<file path="src/rtl/flash_port_pkg.sv">
package flash_port_pkg;
  localparam int ACC_SCK = 0;
  localparam int ACC_CS  = 1;
  localparam int ACC_SI  = 2;
  localparam int ACC_SO  = 3;
  localparam int ACC_REQ = 4;
  localparam int ACC_GNT = 5;
  localparam int ACC_BSY = 30;
  localparam int ACC_ERR = 31;
  localparam int WEN_LO  = 4;
  localparam logic [1:0] WEN_OFF = 2'b01;
  localparam logic [1:0] WEN_ON  = 2'b10;
  localparam int OPC_W   = 8;

  typedef struct packed {
    logic sck;
    logic cs_n;
    logic mosi;
  } pin_t;

  function automatic logic is_guarded_op(input logic [OPC_W-1:0] op);
    case (op)
      8'h06, 8'h02, 8'hD8, 8'h20, 8'hC7: is_guarded_op = 1'b1;
      default:                           is_guarded_op = 1'b0;
    endcase
  endfunction
endpackage

</file>
<file path="src/rtl/fp_arbiter.sv">
module fp_arbiter (
  input  logic clk,
  input  logic rst,
  input  logic req_i,
  input  logic busy_i,
  output logic gnt_o,
  output logic yield_o
);
  logic gnt_q;

  always_ff @(posedge clk) begin
    if (rst) gnt_q <= 1'b0;
    else     gnt_q <= req_i & (gnt_q | ~busy_i);
  end

  assign gnt_o   = gnt_q;
  assign yield_o = req_i;

  assert_gnt_rise_R2: assert property (@(posedge clk) disable iff (rst)
    $rose(gnt_q) |-> ($past(req_i) && !$past(busy_i)));
  assert_gnt_drop_R2: assert property (@(posedge clk) disable iff (rst)
    !req_i |=> !gnt_q);
endmodule

</file>
<file path="src/rtl/fp_wen_reg.sv">
module fp_wen_reg
  import flash_port_pkg::*;
(
  input  logic       clk,
  input  logic       rst,
  input  logic       wr_i,
  input  logic [1:0] code_i,
  output logic [1:0] code_o,
  output logic       dis_o
);
  logic [1:0] code_q;
  logic       legal;

  assign legal = (code_i == WEN_OFF) || (code_i == WEN_ON);

  always_ff @(posedge clk) begin
    if (rst)                code_q <= WEN_OFF;
    else if (wr_i && legal) code_q <= code_i;
  end

  assign code_o = code_q;
  assign dis_o  = (code_q != WEN_ON);

  assert_wen_legal_R7: assert property (@(posedge clk) disable iff (rst)
    (code_q == WEN_OFF) || (code_q == WEN_ON));
  assert_wen_hold_R8: assert property (@(posedge clk) disable iff (rst)
    (wr_i && (code_i[1] == code_i[0])) |=> $stable(code_q));
endmodule

</file>
<file path="src/rtl/fp_op_guard.sv">
module fp_op_guard
  import flash_port_pkg::*;
#(
  parameter int W = OPC_W
) (
  input  logic clk,
  input  logic rst,
  input  logic own_i,
  input  logic wr_i,
  input  logic cur_sck_i,
  input  logic new_sck_i,
  input  logic new_cs_i,
  input  logic new_si_i,
  input  logic wr_dis_i,
  output logic blk_o,
  output logic hit_o
);
  localparam int CW = $clog2(W + 1);
  localparam logic [CW-1:0] LAST = CW'(W - 1);
  localparam logic [CW-1:0] FULL = CW'(W);

  logic [CW-1:0] cnt_q;
  logic [W-2:0]  sh_q;
  logic          blk_q;
  logic          rise;
  logic [W-1:0]  byte_now;

  assign rise     = wr_i && !new_cs_i && !cur_sck_i && new_sck_i && (cnt_q != FULL);
  assign byte_now = {sh_q, new_si_i};
  assign hit_o    = own_i && rise && (cnt_q == LAST) && wr_dis_i && is_guarded_op(byte_now);

  always_ff @(posedge clk) begin
    if (rst || !own_i || (wr_i && new_cs_i)) begin
      cnt_q <= '0;
      sh_q  <= '0;
      blk_q <= 1'b0;
    end else if (rise) begin
      cnt_q <= cnt_q + 1'b1;
      sh_q  <= byte_now[W-2:0];
      if (hit_o) blk_q <= 1'b1;
    end
  end

  assign blk_o = blk_q;

  assert_block_needs_disable_R9: assert property (@(posedge clk) disable iff (rst)
    $rose(blk_q) |-> ($past(wr_dis_i) && $past(own_i)));
endmodule

</file>
<file path="src/rtl/fp_pin_mux.sv">
module fp_pin_mux
  import flash_port_pkg::*;
(
  input  logic clk,
  input  logic rst,
  input  logic own_i,
  input  logic blk_i,
  input  pin_t host_i,
  input  pin_t ctl_i,
  output pin_t pins_o
);
  pin_t pins_q;

  always_ff @(posedge clk) begin
    if (rst) begin
      pins_q <= '{sck: 1'b0, cs_n: 1'b1, mosi: 1'b0};
    end else if (own_i) begin
      pins_q.sck  <= host_i.sck & ~blk_i;
      pins_q.cs_n <= host_i.cs_n | blk_i;
      pins_q.mosi <= host_i.mosi;
    end else begin
      pins_q <= ctl_i;
    end
  end

  assign pins_o = pins_q;

  assert_ctl_passthru_R3: assert property (@(posedge clk) disable iff (rst)
    !own_i |=> (pins_q.sck == $past(ctl_i.sck)) && (pins_q.cs_n == $past(ctl_i.cs_n)));
endmodule

</file>
<file path="src/rtl/flash_pin_port.sv">
module flash_pin_port
  import flash_port_pkg::*;
#(
  parameter int ADDR_W   = 4,
  parameter int DATA_W   = 32,
  parameter int CTL_ADDR = 0,
  parameter int ACC_ADDR = 4
) (
  input  logic              clk,
  input  logic              rst,
  input  logic [ADDR_W-1:0] bus_addr,
  input  logic              bus_wr,
  input  logic              bus_rd,
  input  logic [DATA_W-1:0] bus_wdata,
  output logic [DATA_W-1:0] bus_rdata,
  output logic              fl_sck,
  output logic              fl_cs_n,
  output logic              fl_mosi,
  input  logic              fl_miso,
  input  logic              ctl_busy,
  input  logic              ctl_sck,
  input  logic              ctl_cs_n,
  input  logic              ctl_mosi,
  output logic              ctl_yield
);
  localparam logic [ADDR_W-1:0] A_CTL = ADDR_W'(CTL_ADDR);
  localparam logic [ADDR_W-1:0] A_ACC = ADDR_W'(ACC_ADDR);

  logic wr_acc, wr_ctl;
  logic h_sck, h_cs, h_si, h_req, err_q;
  logic gnt, blk, hit, wr_dis;
  logic [1:0] wen_code;
  logic [DATA_W-1:0] acc_word, ctl_word, rdata_q;
  pin_t host_pins, ctl_pins, pins;

  assign wr_acc = bus_wr && (bus_addr == A_ACC);
  assign wr_ctl = bus_wr && (bus_addr == A_CTL);

  always_ff @(posedge clk) begin
    if (rst) begin
      h_sck <= 1'b0;
      h_cs  <= 1'b1;
      h_si  <= 1'b0;
      h_req <= 1'b0;
    end else if (wr_acc) begin
      h_sck <= bus_wdata[ACC_SCK];
      h_cs  <= bus_wdata[ACC_CS];
      h_si  <= bus_wdata[ACC_SI];
      h_req <= bus_wdata[ACC_REQ];
    end
  end

  always_ff @(posedge clk) begin
    if (rst)                               err_q <= 1'b0;
    else if (hit)                          err_q <= 1'b1;
    else if (wr_acc && !bus_wdata[ACC_REQ]) err_q <= 1'b0;
  end

  fp_arbiter u_arb (
    .clk(clk), .rst(rst), .req_i(h_req), .busy_i(ctl_busy),
    .gnt_o(gnt), .yield_o(ctl_yield)
  );

  fp_wen_reg u_wen (
    .clk(clk), .rst(rst), .wr_i(wr_ctl),
    .code_i(bus_wdata[WEN_LO+1:WEN_LO]), .code_o(wen_code), .dis_o(wr_dis)
  );

  fp_op_guard #(.W(OPC_W)) u_guard (
    .clk(clk), .rst(rst), .own_i(gnt), .wr_i(wr_acc),
    .cur_sck_i(h_sck), .new_sck_i(bus_wdata[ACC_SCK]),
    .new_cs_i(bus_wdata[ACC_CS]), .new_si_i(bus_wdata[ACC_SI]),
    .wr_dis_i(wr_dis), .blk_o(blk), .hit_o(hit)
  );

  assign host_pins = '{sck: h_sck, cs_n: h_cs, mosi: h_si};
  assign ctl_pins  = '{sck: ctl_sck, cs_n: ctl_cs_n, mosi: ctl_mosi};

  fp_pin_mux u_mux (
    .clk(clk), .rst(rst), .own_i(gnt), .blk_i(blk),
    .host_i(host_pins), .ctl_i(ctl_pins), .pins_o(pins)
  );

  assign fl_sck  = pins.sck;
  assign fl_cs_n = pins.cs_n;
  assign fl_mosi = pins.mosi;

  always_comb begin
    acc_word          = '0;
    acc_word[ACC_SCK] = h_sck;
    acc_word[ACC_CS]  = gnt ? h_cs : 1'b1;
    acc_word[ACC_SI]  = h_si;
    acc_word[ACC_SO]  = fl_miso;
    acc_word[ACC_REQ] = h_req;
    acc_word[ACC_GNT] = gnt;
    acc_word[ACC_BSY] = ctl_busy;
    acc_word[ACC_ERR] = err_q;
    ctl_word          = '0;
    ctl_word[WEN_LO+1:WEN_LO] = wen_code;
  end

  always_ff @(posedge clk) begin
    if (rst) rdata_q <= '0;
    else if (bus_rd) begin
      if (bus_addr == A_ACC)      rdata_q <= acc_word;
      else if (bus_addr == A_CTL) rdata_q <= ctl_word;
      else                        rdata_q <= '0;
    end
  end

  assign bus_rdata = rdata_q;

  logic unused_wbits;
  assign unused_wbits = ^{bus_wdata[DATA_W-1:WEN_LO+2], bus_wdata[ACC_SO]};

  assert_block_forces_pins_R9: assert property (@(posedge clk) disable iff (rst)
    (blk && gnt) |=> (fl_cs_n && !fl_sck));
  assert_err_clear_R10: assert property (@(posedge clk) disable iff (rst)
    $fell(err_q) |-> ($past(wr_acc) && !$past(bus_wdata[ACC_REQ])));
  assert_host_pins_R4: assert property (@(posedge clk) disable iff (rst)
    (gnt && !blk) |=> (fl_mosi == $past(h_si)));
endmodule

</file>
<file path="config.mk">
export PLATFORM = sky130hd
export DESIGN_NAME = flash_pin_port
export DESIGN_NICKNAME = d
export VERILOG_FILES = /design/src/rtl/flash_port_pkg.sv /design/src/rtl/fp_arbiter.sv /design/src/rtl/fp_wen_reg.sv /design/src/rtl/fp_op_guard.sv /design/src/rtl/fp_pin_mux.sv /design/src/rtl/flash_pin_port.sv
export SDC_FILE = /design/constraint.sdc
export NUM_CORES = 1
export LEC_CHECK = 0
export BUFFER_PORTS_ARGS = -buffer_cell sky130_fd_sc_hd__buf_4
export CORE_ASPECT_RATIO = 2
export CORE_MARGIN = 10
export CORE_UTILIZATION = 29
export DETAILED_ROUTE_END_ITERATION = 10
export SLEW_MARGIN = 25
export SYNTH_ARGS = -nofsm -noshare
export SYNTH_HDL_FRONTEND = slang
export SYNTH_HIERARCHICAL = 1
export SYNTH_SLANG_ARGS = --single-unit
</file>
<file path="constraint.sdc">
create_clock -name clk -period 2.8 [get_ports clk]
set_clock_uncertainty 0.1 [all_clocks]
set_input_delay 0.84 -clock clk [delete_from_list [all_inputs] [get_ports clk]]
set_output_delay 0.84 -clock clk [all_outputs]
set_load 0.02 [all_outputs]
</file>
* Word-level counts from Yosys, hierarchy flattened
Cells that the tools add are included.
** Storage, ports and cells
- Bits in registers :: 55
- Bits of input ports :: 45
** Operators by class
- Reductions and logical operators :: 24
- Bitwise gates (word level) :: 6
- Add/subtract/negate cells :: 1
- Muxes and demuxes :: 7
- Equal/unequal tests :: 11
** Operator list (count)
- $mux W32 :: 1
- $eq A8 B8 Y1 const B :: 2
- $logic_and A1 B1 Y1 :: 13
- $eq A4 B3 Y1 const B :: 2
- $eq A8 B2 Y1 const B :: 1
- $eq A8 B3 Y1 const B :: 1
- $eq A8 B6 Y1 const B :: 1
- $mux W6 :: 1
- $reduce_or A5 Y1 :: 1
- $add A4 B1 Y4 const B :: 1
- $logic_not A1 Y1 :: 4
- $logic_not A4 Y1 :: 1
- $mux W1 :: 4
- $ne A4 B4 Y1 const B :: 1
- $logic_or A1 B1 Y1 :: 3
- $mux W3 :: 1
- $and A1 B1 Y1 :: 2
- $eq A2 B1 Y1 const B :: 1
- $eq A2 B2 Y1 const B :: 1
- $ne A2 B2 Y1 const B :: 1
- $not A1 Y1 :: 2
- $or A1 B1 Y1 :: 2
- $reduce_and A2 Y1 :: 1
- $reduce_bool A2 Y1 :: 1

* Depth between registers and ports, before layout
Gate-level depths: netlist of run 1.
- Word-level depth :: 11
- Depth in mapped cells :: 8

* Cells and area by module
The synthesis of run 1 kept the hierarchy.
** Modules (own cells, without submodules)
- flash_pin_port :: instances 1, cells an instance 81, area each 747.0 sq um, seq. area each 260.2 sq um
- fp_op_guard :: instances 1, cells an instance 60, area each 579.3 sq um, seq. area each 240.2 sq um
- fp_pin_mux :: instances 1, cells an instance 11, area each 116.4 sq um, seq. area each 60.1 sq um
- fp_wen_reg :: instances 1, cells an instance 12, area each 95.1 sq um, seq. area each 40.0 sq um
- fp_arbiter :: instances 1, cells an instance 4, area each 53.8 sq um, seq. area each 20.0 sq um

* Worst setup path before layout of run 1
Ideal clock, no wire load.
- Path kind :: input port to flip-flop
- Start point :: input port bus_addr[2]
- End point :: register err_q
- Setup time :: 0.079 ns
- Setup slack :: 0.249 ns
- Arrival :: 2.372 ns
- Stages on the path :: 8
- Buffers on the path :: 2
- Cell sequence :: buf_2 and4b_2 buf_6 and4bb_1 o2111ai_1 nor4b_2 nor2_1 a211oi_2
** Between the ends
- Longest elaborated chain between the ends :: 11
- Elaborated cells on any way between the ends :: 13
- Classes of those cells :: 1 x eq/ne; 1 x mux; 11 x reduce/logical
** Ends and longest elaborated chain
- start: declaration :: line flash_pin_port.sv:11 : input logic [ADDR_W-1:0] bus_addr,
- $eq A4 B3 Y1 (*) :: line flash_pin_port.sv:36 : assign wr_acc = bus_wr && (bus_addr == A_ACC);
- $logic_and A1 B1 Y1 (*) :: line flash_pin_port.sv:36
- named net wr_acc :: line flash_pin_port.sv:29 : logic wr_acc, wr_ctl;
- $logic_and A1 B1 Y1 (*) (4 in series) :: line fp_op_guard.sv:28 : assign rise = wr_i && !new_cs_i && !cur_sck_i && new_sck_i && (cnt_q != FULL);
- $logic_and A1 B1 Y1 (*) (4 in series) :: line fp_op_guard.sv:30 : assign hit_o = own_i && rise && (cnt_q == LAST) && wr_dis_i && is_guarded_op(byte_now);
- named net hit :: line flash_pin_port.sv:31 : logic gnt, blk, hit, wr_dis;
- $mux W1 / $reduce_bool A2 Y1 (equally long branches)
- end signal: assignment :: line flash_pin_port.sv:54 : if (rst) err_q <= 1'b0;
- end signal: assignment :: line flash_pin_port.sv:55 : else if (hit) err_q <= 1'b1;
- end signal: assignment :: line flash_pin_port.sv:56 : else if (wr_acc && !bus_wdata[ACC_REQ]) err_q <= 1'b0;
- end: declaration :: line flash_pin_port.sv:30 : logic h_sck, h_cs, h_si, h_req, err_q;
The timed path passes the listed nets; every way through them passes the cells marked *.
A chain may end at the register's enable or synchronous reset.

* Worst setup path in the final report of run 1
- Start point :: input port bus_addr[1]
- End point :: register err_q
** Between the ends
- Longest elaborated chain between the ends :: 11
- Elaborated cells on any way between the ends :: 13
- Classes of those cells :: 1 x eq/ne; 1 x mux; 11 x reduce/logical
** Ends and longest elaborated chain (line)
- $eq A4 B3 Y1 (*) :: flash_pin_port.sv:36
- $logic_and A1 B1 Y1 (*) :: flash_pin_port.sv:36
- $logic_and A1 B1 Y1 (*) (4 in series) :: fp_op_guard.sv:28
- $logic_and A1 B1 Y1 (*) (4 in series) :: fp_op_guard.sv:30
- named net hit :: flash_pin_port.sv:31
- $mux W1 / $reduce_bool A2 Y1 (equally long branches)
Marked as above.

==> results.md, run 1 <==
Worst setup path:
- The critical path depth is 8.
- The critical-path maximum fanout is 3.
- The number of buffers and inverters on the critical path is 1.
- The slowest stage of the critical path belongs to the cell sky130_fd_sc_hd__nor4b_2.
- The longest individual stage delay on the worst path is 0.39 ns.
- In this design, the largest share of critical-path delay is due to simple AND/OR/NAND/NOR gates.
- STA classifies the critical path endpoint as a register.
- For the worst setup path, the data arrival time is 2.41 ns.
- The worst register-to-register path ends at err_q$_SDFFE_PP0P_.
- The endpoint of the worst setup timing path is err_q$_SDFFE_PP0P_.
- Traced cell by cell, the critical path runs through buf_4 -> nor2_1 -> and4b_2 -> and4bb_1 -> o2111ai_1 -> nor4b_2 -> nor2_1 -> a211oi_2.
- The data required time at the worst endpoint is 2.91 ns.
- The start of the worst register-to-register path is u_guard/cnt_q[1]$_SDFFE_PP0P_.
- The type of the worst setup path is input pin to register.
- The worst register-to-register path has a depth of 6.
- The most numerous cell type found on the critical path is sky130_fd_sc_hd__nor2_1.
- In this run the worst setup path begins at bus_addr[1].
- The type of element launching the critical path is an input pin.
- The setup slack of the worst register-to-register path is 1.06 ns.

Floorplan:
- The I/O pin total is 81.
- The placeable core area is 5370 um^2.
- Measured along the x axis, the die boundary spans 72.4 um.
- The starting utilization of the core area is 29.6%.
- The row count is 38.
- In this run the vertical extent of the chip is 125 um.
- The full die area is 9030 um^2.

Synth:
- Summing every instance area after synthesis gives 1590 um^2.
- The register bit count reported by yosys is 31.
- Synthesis produced 168 cells.
- The proportion of synthesized flip-flops having asynchronous set or reset is 0%.
- The number of warnings printed during yosys synthesis is 6.
- The share of synthesized area occupied by flip-flops and latches is 39.0%.
- Synthesis instantiated 38 different standard cells from the library.
- Each instance of the synthesized netlist takes up on average 9.47 um^2.
- The synthesized design contains 0 enable-type register cells.
- In the synthesized netlist the dominant register cell turns out to be sky130_fd_sc_hd__dfxtp_1.

Routing:
- The pre-antenna-repair detailed-routing pass consisted of 4 iterations.
- The final layout contains routed wiring with a total length of 3.70 mm.
- The routed wire length per instance is 14.0 um.
- The violation count after the first detailed-route iteration is 43.
- Dividing the detail-routed via count by the number of cells gives 4.57.
- The routed layout has 1207 vias.
- The count of nets left with antenna violations once routing finished came out at 0.
- For this run, design rule violations remaining after detail routing come to 0.

Timing:
- The worst path uses 82.3% of the clock period.
- Setup repair after global routing left no endpoint under its margin.
- The final count of pins violating max slew came to 0.
- Setup violations remaining at the end of the flow were counted as 0.
- Setup slack on the critical path of the routed design comes to 0.495 ns.
- The final total negative setup slack is 0 ns.
- The time the final worst path needs with I/O delays and setup is 2.30 ns.
- The worst pin sits at a relative slew slack of 64.9%.
- The number of hold violations in the final report is 0.
- Based on the critical path, the design can be clocked at up to 0.434 GHz.
- The slew at the pin closest to its max-slew limit is 0.525 ns.
- Final hold analysis gives a worst-case slack of 0.383 ns.

Place:
- The count of buffers added on input and output ports is 29.
- The standard cell area after detailed placement is 1800 um^2.
- The placed instance count is 256.
- The placer's final routability congestion estimate is 0.763.
- The post-place setup slack is 0.183 ns.
- The sum of net half-perimeters after detailed placement is 2.99 mm.

Final layout:
- Fill cells in the final layout number 577.
- Cells fill 35.7% of the core in the end.
- Once layout is complete, the cells apart from fillers number 264.
- Summing all multi-input logic gate instances after layout gives 822 um^2.
- After the last flow step, the layout net total stands at 250.
- Leaving out fill and tap cells, the most frequent cells in the layout are sky130_fd_sc_hd__buf_4 (35), sky130_fd_sc_hd__dfxtp_1 (31), sky130_fd_sc_hd__nor2_1 (28).
- The library cell used most frequently in the layout, excluding fill and tap cells, is sky130_fd_sc_hd__buf_4.
- Of the cells placed in the final design, the portion with a size suffix greater than 1 is 26.5%.
- The area added between synthesis and finish is 20.4%.
- The final instance area is 1920 um^2.
- The sequential cell area is 621 um^2.
- The antenna diode count is 0.

Run:
- The number of max-cap violations is 0.

Clocking:
- The root cell of the clock tree is sky130_fd_sc_hd__clkbuf_8.
- Clock tree synthesis inserted a total of 5 buffers.
- Gates resized during post-CTS repair numbered 0.
- The H-tree depth is 2.
- The deepest clock path buffer count is 2.
- The clock tree from TritonCTS is built.
- The clock latency of the later-clocked register in the worst-skew pair is 0.28 ns.
- The clock-pin slew on the worst setup and hold paths is 0.07 ns.
- The number of buffers added to fix hold violations after cts is 0.
- Counting every sink on the clock net gives 31.
- The post-CTS repair timing setup buffer count is 0.

Power and ir drop:
- Summing internal, switching and leakage power gives 0.993 mW.
- The total power density per cell area is 518 nW/um^2.
- The analysis attributes to cell leakage a power of 0.844 nW.
- The worst-case IR drop observed on VDD is 328 uV.

GRT:
- The global routing's busiest layer is met2.
- The met3 usage in global routing is 4.31%.
- The number of antenna violations at the first check in global routing is 0.
- The global-route met1 utilization is 7.22%.
- The global-route usage over all layers is 8.27%.
- The via count of the first global-routing pass is 1248.
- The met2 track utilization from global routing is 14.3%.
- The largest net degree at the start of global routing is 26.
- The first-pass GRT wire length is 6.00 mm.
- The total congestion overflow after global routing is 0.

Hold path:
- The worst min-delay path class is register to register.

Outcome:
- The flow ran to the end, and the final reports show no timing, DRC or antenna violations.
## cells by family (layout without fill, tap and decap cells)
group | count (synthesis) | in the layout | share of synthesized area (%)
compound gates | 20 | 20 | 9.67
fa+ha+maj | 2 | 2 | 1.57
simple gates | 59 | 59 | 22.2
xor+xnor | 3 | 3 | 1.65
flops | 31 | 31 | 39.0
buf+inv | 35 | 48 | 14.8
mux | 17 | 17 | 10.8
other cells | 1 | 24 | 0.236
## sequential cells by signal, indices dropped and copies added, names as in the netlist
register,count
bus_rdata,8
u_guard/sh_q,7
u_guard/cnt_q,4
u_mux/pins_o,3
u_wen/code_o,2
err_q,1
h_cs,1
h_req,1
h_sck,1
h_si,1
u_arb/gnt_o,1
u_guard/blk_o,1
## synth_stat cells, types with 2 or more instances
master | number | area share [%]
sky130_fd_sc_hd__nor4b_2 | 2 | 1.9
sky130_fd_sc_hd__nand2b_1 | 8 | 3.1
sky130_fd_sc_hd__o21ai_0 | 2 | 0.63
sky130_fd_sc_hd__a32oi_1 | 6 | 3.3
sky130_fd_sc_hd__mux2i_1 | 15 | 9.4
sky130_fd_sc_hd__dfxtp_1 | 31 | 39
sky130_fd_sc_hd__a22oi_1 | 2 | 0.94
sky130_fd_sc_hd__buf_2 | 2 | 0.63
sky130_fd_sc_hd__a21oi_1 | 2 | 0.63
sky130_fd_sc_hd__mux2_2 | 2 | 1.4
sky130_fd_sc_hd__nand2_1 | 7 | 1.7
sky130_fd_sc_hd__clkbuf_1 | 2 | 0.47
sky130_fd_sc_hd__nor2_1 | 28 | 6.6
sky130_fd_sc_hd__buf_4 | 25 | 12
sky130_fd_sc_hd__nor3_1 | 2 | 0.63
sky130_fd_sc_hd__inv_1 | 5 | 1.2
sky130_fd_sc_hd__nand3b_1 | 2 | 0.94
sky130_fd_sc_hd__xor2_1 | 2 | 1.1
sky130_fd_sc_hd__o21ai_1 | 2 | 0.63
sky130_fd_sc_hd__ha_1 | 2 | 1.6
sky130_fd_sc_hd__nor2b_4 | 2 | 1.7
## final cells by class
cell class	count	share of cell area, %
Timing Repair Buffer	35	13.7
Clock inverter	2	1.83
Inverter	5	0.979
Tap cell	60	3.92
Clock buffer	6	4.31
Sequential cell	31	32.4
Multi-Input combinational cell	125	42.9
## how the worst min path moves through the flow
stage | depth (start not counted) | startpoint | end
after floorplan | 2 | u_wen/code_o[1]$_SDFFE_PP0P_ | u_wen/code_o[1]$_SDFFE_PP0P_
after global placement | 2 | bus_rdata[0]$_SDFFE_PP0P_ | bus_rdata[0]$_SDFFE_PP0P_
after detailed placement | 2 | bus_rdata[30]$_SDFFE_PP0P_ | bus_rdata[30]$_SDFFE_PP0P_
after CTS | 2 | bus_rdata[30]$_SDFFE_PP0P_ | bus_rdata[30]$_SDFFE_PP0P_
after global routing | 2 | bus_rdata[30]$_SDFFE_PP0P_ | bus_rdata[30]$_SDFFE_PP0P_
final | 2 | bus_rdata[30]$_SDFFE_PP0P_ | bus_rdata[30]$_SDFFE_PP0P_
## power breakdown
group	internal (mW)	total [mW]	switching (mW)
Clock	0.288	0.454	0.166
Sequential	0.445	0.447	0.00224
Combinational	0.0322	0.0921	0.0599
## tightest hold or removal path: cells and delay by family (launching register included)
kind	cells	cell delay (ns)
compound gates	1	0.05
simple gates	1	0.07
flops	1	0.33
## layer usage
layer | wire [um] | vias up
met5 | 0 | -
met3 | 387 | 11
met1 | 1240 | 549
li1 | - | 599
met4 | 121 | 0
met2 | 1950 | 48
(Power assumes the default switching activity.)
==> run 2, diff against run 1 <==
Clock period 2.8 ns to 2.15 ns, I/O delays scaled along.
==> run 2 against run 1 <==
  * Final cell count rose by 1.1%
  * Utilization increased by 0.33 points
  * Global-route usage rose by 0.17 points
  * Largest cell class unchanged
  * Flip-flop and latch count unchanged
  * Power up 18%
  * Sequential power is 30% higher
  * Critical endpoint unchanged
  * Worst setup slack got worse by 0.31 ns
  * Sequential share of layout area down 0.29 points
  * Count of clock-buffer cells in the layout unchanged
  * Wire length increased by 1.5%
==> results.md, run 2 (synthesis results as in run 1) <==
Worst setup path:
- The critical path data arrival time came to 2.08 ns (-0.33 ns).
- The launch point of the worst path is bus_addr[1].
- The data required time at the worst endpoint is 2.26 ns (-0.65 ns).
- The worst reg2reg path endpoint is err_q$_SDFFE_PP0P_.
- The type of the worst setup path is input pin to register.
- The logic depth of the worst register-to-register path is 6 (unchanged).
- The start of the worst register-to-register path is u_guard/cnt_q[1]$_SDFFE_PP0P_.
- The critical-path maximum fanout is 3 (unchanged).
- STA classifies the critical path startpoint as an input pin.
- The worst setup path is captured at a register.
- The setup slack of the worst register-to-register path is 0.49 ns (-0.57 ns).

GRT:
- The via count of the first global-routing pass is 1320 (+5.8%).
- The number of antenna violations at the first check in global routing is 0 (unchanged).
- The first-pass GRT wire length is 6.12 mm (+1.9%).
- The total congestion overflow after global routing is 0 (unchanged).
- The largest net degree at the start of global routing is 26 (unchanged).
- The global-route usage over all layers is 8.44% (+0.17 points).

Clocking:
- The clock sink total is 31 (unchanged).
- The deepest clock path buffer count is 2 (unchanged).
- The post-CTS repair timing setup buffer count is 0 (unchanged).
- The H-tree depth is 2 (unchanged).
- The clock-pin slew on the worst setup and hold paths was 0.06 ns (about the same).
- The clock latency of the later-clocked register in the worst-skew pair was 0.28 ns (about the same).
- The number of clock buffers inserted by TritonCTS is 5 (unchanged).
- The clock tree from TritonCTS is built.
- The root cell of the clock tree is sky130_fd_sc_hd__clkbuf_8.

Place:
- The standard cell area after detailed placement is 1840 um^2 (+2.2%).
- The placer's final routability congestion estimate is 0.765 (+0.30%).
- The count of input and output buffers is 29 (unchanged).
- The sum of net half-perimeters after detailed placement was 3.04 mm (+1.8%).
- The placed instance count is 260 (+1.6%).

Routing:
- The routed wire length per instance is 14.1 um (+0.37%).
- The count of nets left with antenna violations after detail routing came to 0 (unchanged).
- The total wire length after detailed routing came to 3.76 mm (+1.5%).
- The post-detailed-route via-to-cell ratio is 4.55 (-0.39%).
- The total via count in the routed design is 1216 (+0.75%).
- The count of TritonRoute iterations in the first routing pass is 4 (unchanged).
- The violation count after the first detailed-route iteration is 32 (-26%).
- The number of remaining DRC errors is 0 (unchanged).

Final layout:
- The flip-flop count of the largest register after layout came to 8 (unchanged).
- The final core utilization is 36.0% (+0.33 points).
- The number of nets in the layout is 254 (+1.6%).
- The fraction of final layout cells with drive strength greater than 1 was 28.5% (+2.0 points).
- The antenna diode count was 0 (unchanged).
- In the layout the commonest cells are sky130_fd_sc_hd__buf_4 (39), sky130_fd_sc_hd__dfxtp_1 (31), sky130_fd_sc_hd__nor2_1 (27).
- Leaving out fill and tap cells, the most frequent cell in the layout is sky130_fd_sc_hd__buf_4.
- Compared with the post-synthesis result, the final layout area differs by 21.5%.
- The number of non-filler instances in the completed layout is 267 (+1.1%).
- The final instance area is 1930 um^2 (+0.91%).

Run:
- The number of max-cap violations is 0 (unchanged).

Power and ir drop:
- The cell-internal power is 0.876 mW (+15%).
- The sequential group share of total power is 49.8% (+4.8 points).
- The leakage power of the design was 0.857 nW (+1.5%).
- The worst ir drop on vdd is 299 uV (-8.9%).
- The combinational power share came to 10.8% (+1.5 points).
- The switching share of power is 25.1% (+2.1 points).
- The switching power total is 0.294 mW (+29%).
- The total power density per cell area was 605 nW/um^2 (+17%).
- The part of the total power dissipated in the clock network was 39.4% (-6.3 points).

Timing:
- The final total negative setup slack is 0 ns (unchanged).
- The slew at the pin closest to its max-slew limit is 0.519 ns (-0.00599 ns).
- Setup repair after global routing left no endpoint under its margin.
- The setup violation total in the final timing report is 0 (unchanged).
- The relative slew slack is 65.3% (+0.40 points).
- In the finished design, the share of the clock period the worst path needs comes to 91.5%.
- The smallest clock period supported by the final layout is computed as 1.97 ns.
- The fmax is 0.508 GHz.
- The number of hold violations in the final report is 0 (unchanged).
- The final count of pins violating max slew is 0 (unchanged).

Floorplan:
- The starting utilization of the core area came to 29.6% (unchanged).
- The horizontal die dimension is 72.4 um (unchanged).
- The placeable core area is 5370 um^2 (unchanged).
- The I/O pin total is 81 (unchanged).
- The row count came to 38 (unchanged).
- The full die area is 9030 um^2 (unchanged).
- The die height is 125 um (unchanged).

Hold path:
- The path with the worst hold slack has its endpoint at bus_rdata[30]$_SDFFE_PP0P_.
- The hold path depth is 2 (unchanged).
- The worst min-delay path class is register to register.
- The startpoint identified for the worst hold timing path is bus_rdata[30]$_SDFFE_PP0P_.

Outcome:
- The run finished with clean final reports.
run 2: how the worst max path moves through the flow:
stage / slack (ns) / cells past startpoint / end
4_1_cts: 0.14 / 8 / err_q$_SDFFE_PP0P_
6_report: 0.18 / 8 / err_q$_SDFFE_PP0P_
2_1_floorplan: -0.04 / 8 / err_q$_SDFFE_PP0P_
3_3_place_gp: -0.12 / 8 / err_q$_SDFFE_PP0P_
5_1_grt: 0.01 / 8 / err_q$_SDFFE_PP0P_
3_5_place_dp: -0.15 / 8 / err_q$_SDFFE_PP0P_
run 2: final cells by class:
type,instances,area (um^2)
clock buffer,6,82.6
multi-input combinational,125,840
tap,60,75.1
inverter,5,18.8
fill,569,3440
timing repair buffer,39,293
clock inverter,1,5.00
sequential,31,621
run 2: layer usage:
metal | GRT usage, % | vias up | wire length [um]
li1 | - | 601 | -
met1 | 6.84 | 569 | 1210
met2 | 15.7 | 41 | 2100
met3 | 3.99 | 5 | 355
met4 | 4.38 | 0 | 85
met5 | 0 | - | 0
run 2: power groups by stage:
| stage | Sequential [mW] | Combinational, mW | Clock [mW] |
|---|---|---|---|
| 2_1_floorplan | 0.600 | 0.102 | 0 |
| 3_3_place_gp | 0.596 | 0.123 | 0 |
| 3_5_place_dp | 0.596 | 0.125 | 0 |
| 4_1_cts | 0.583 | 0.125 | 0.478 |
| 5_1_grt | 0.583 | 0.137 | 0.494 |
| 6_report | 0.583 | 0.126 | 0.461 |
run 2: critical path: stages:
cell and delay (ns):
sky130_fd_sc_hd__buf_4 0.12, sky130_fd_sc_hd__nor2_2 0.10, sky130_fd_sc_hd__and4b_2 0.25, sky130_fd_sc_hd__and4bb_1 0.24, sky130_fd_sc_hd__o2111ai_2 0.17, sky130_fd_sc_hd__nor4b_4 0.29
sky130_fd_sc_hd__nor2_1 0.08, sky130_fd_sc_hd__a211oi_2 0.18
run 2: what timing repair did:
action,4_1_cts,5_1_grt
hold buffers,0,0
gates resized for setup,0,1
setup endpoints to repair,0,1
run 2: through the flow:
step / hold slack, ns / total power, mW / setup WS [ns]
2_1_floorplan: 0.354 / 0.702 / -0.0446
3_3_place_gp: 0.367 / 0.719 / -0.121
3_5_place_dp: 0.376 / 0.720 / -0.152
4_1_cts: 0.391 / 1.19 / 0.141
5_1_grt: 0.419 / 1.21 / 0.0141
6_report: 0.386 / 1.17 / 0.182
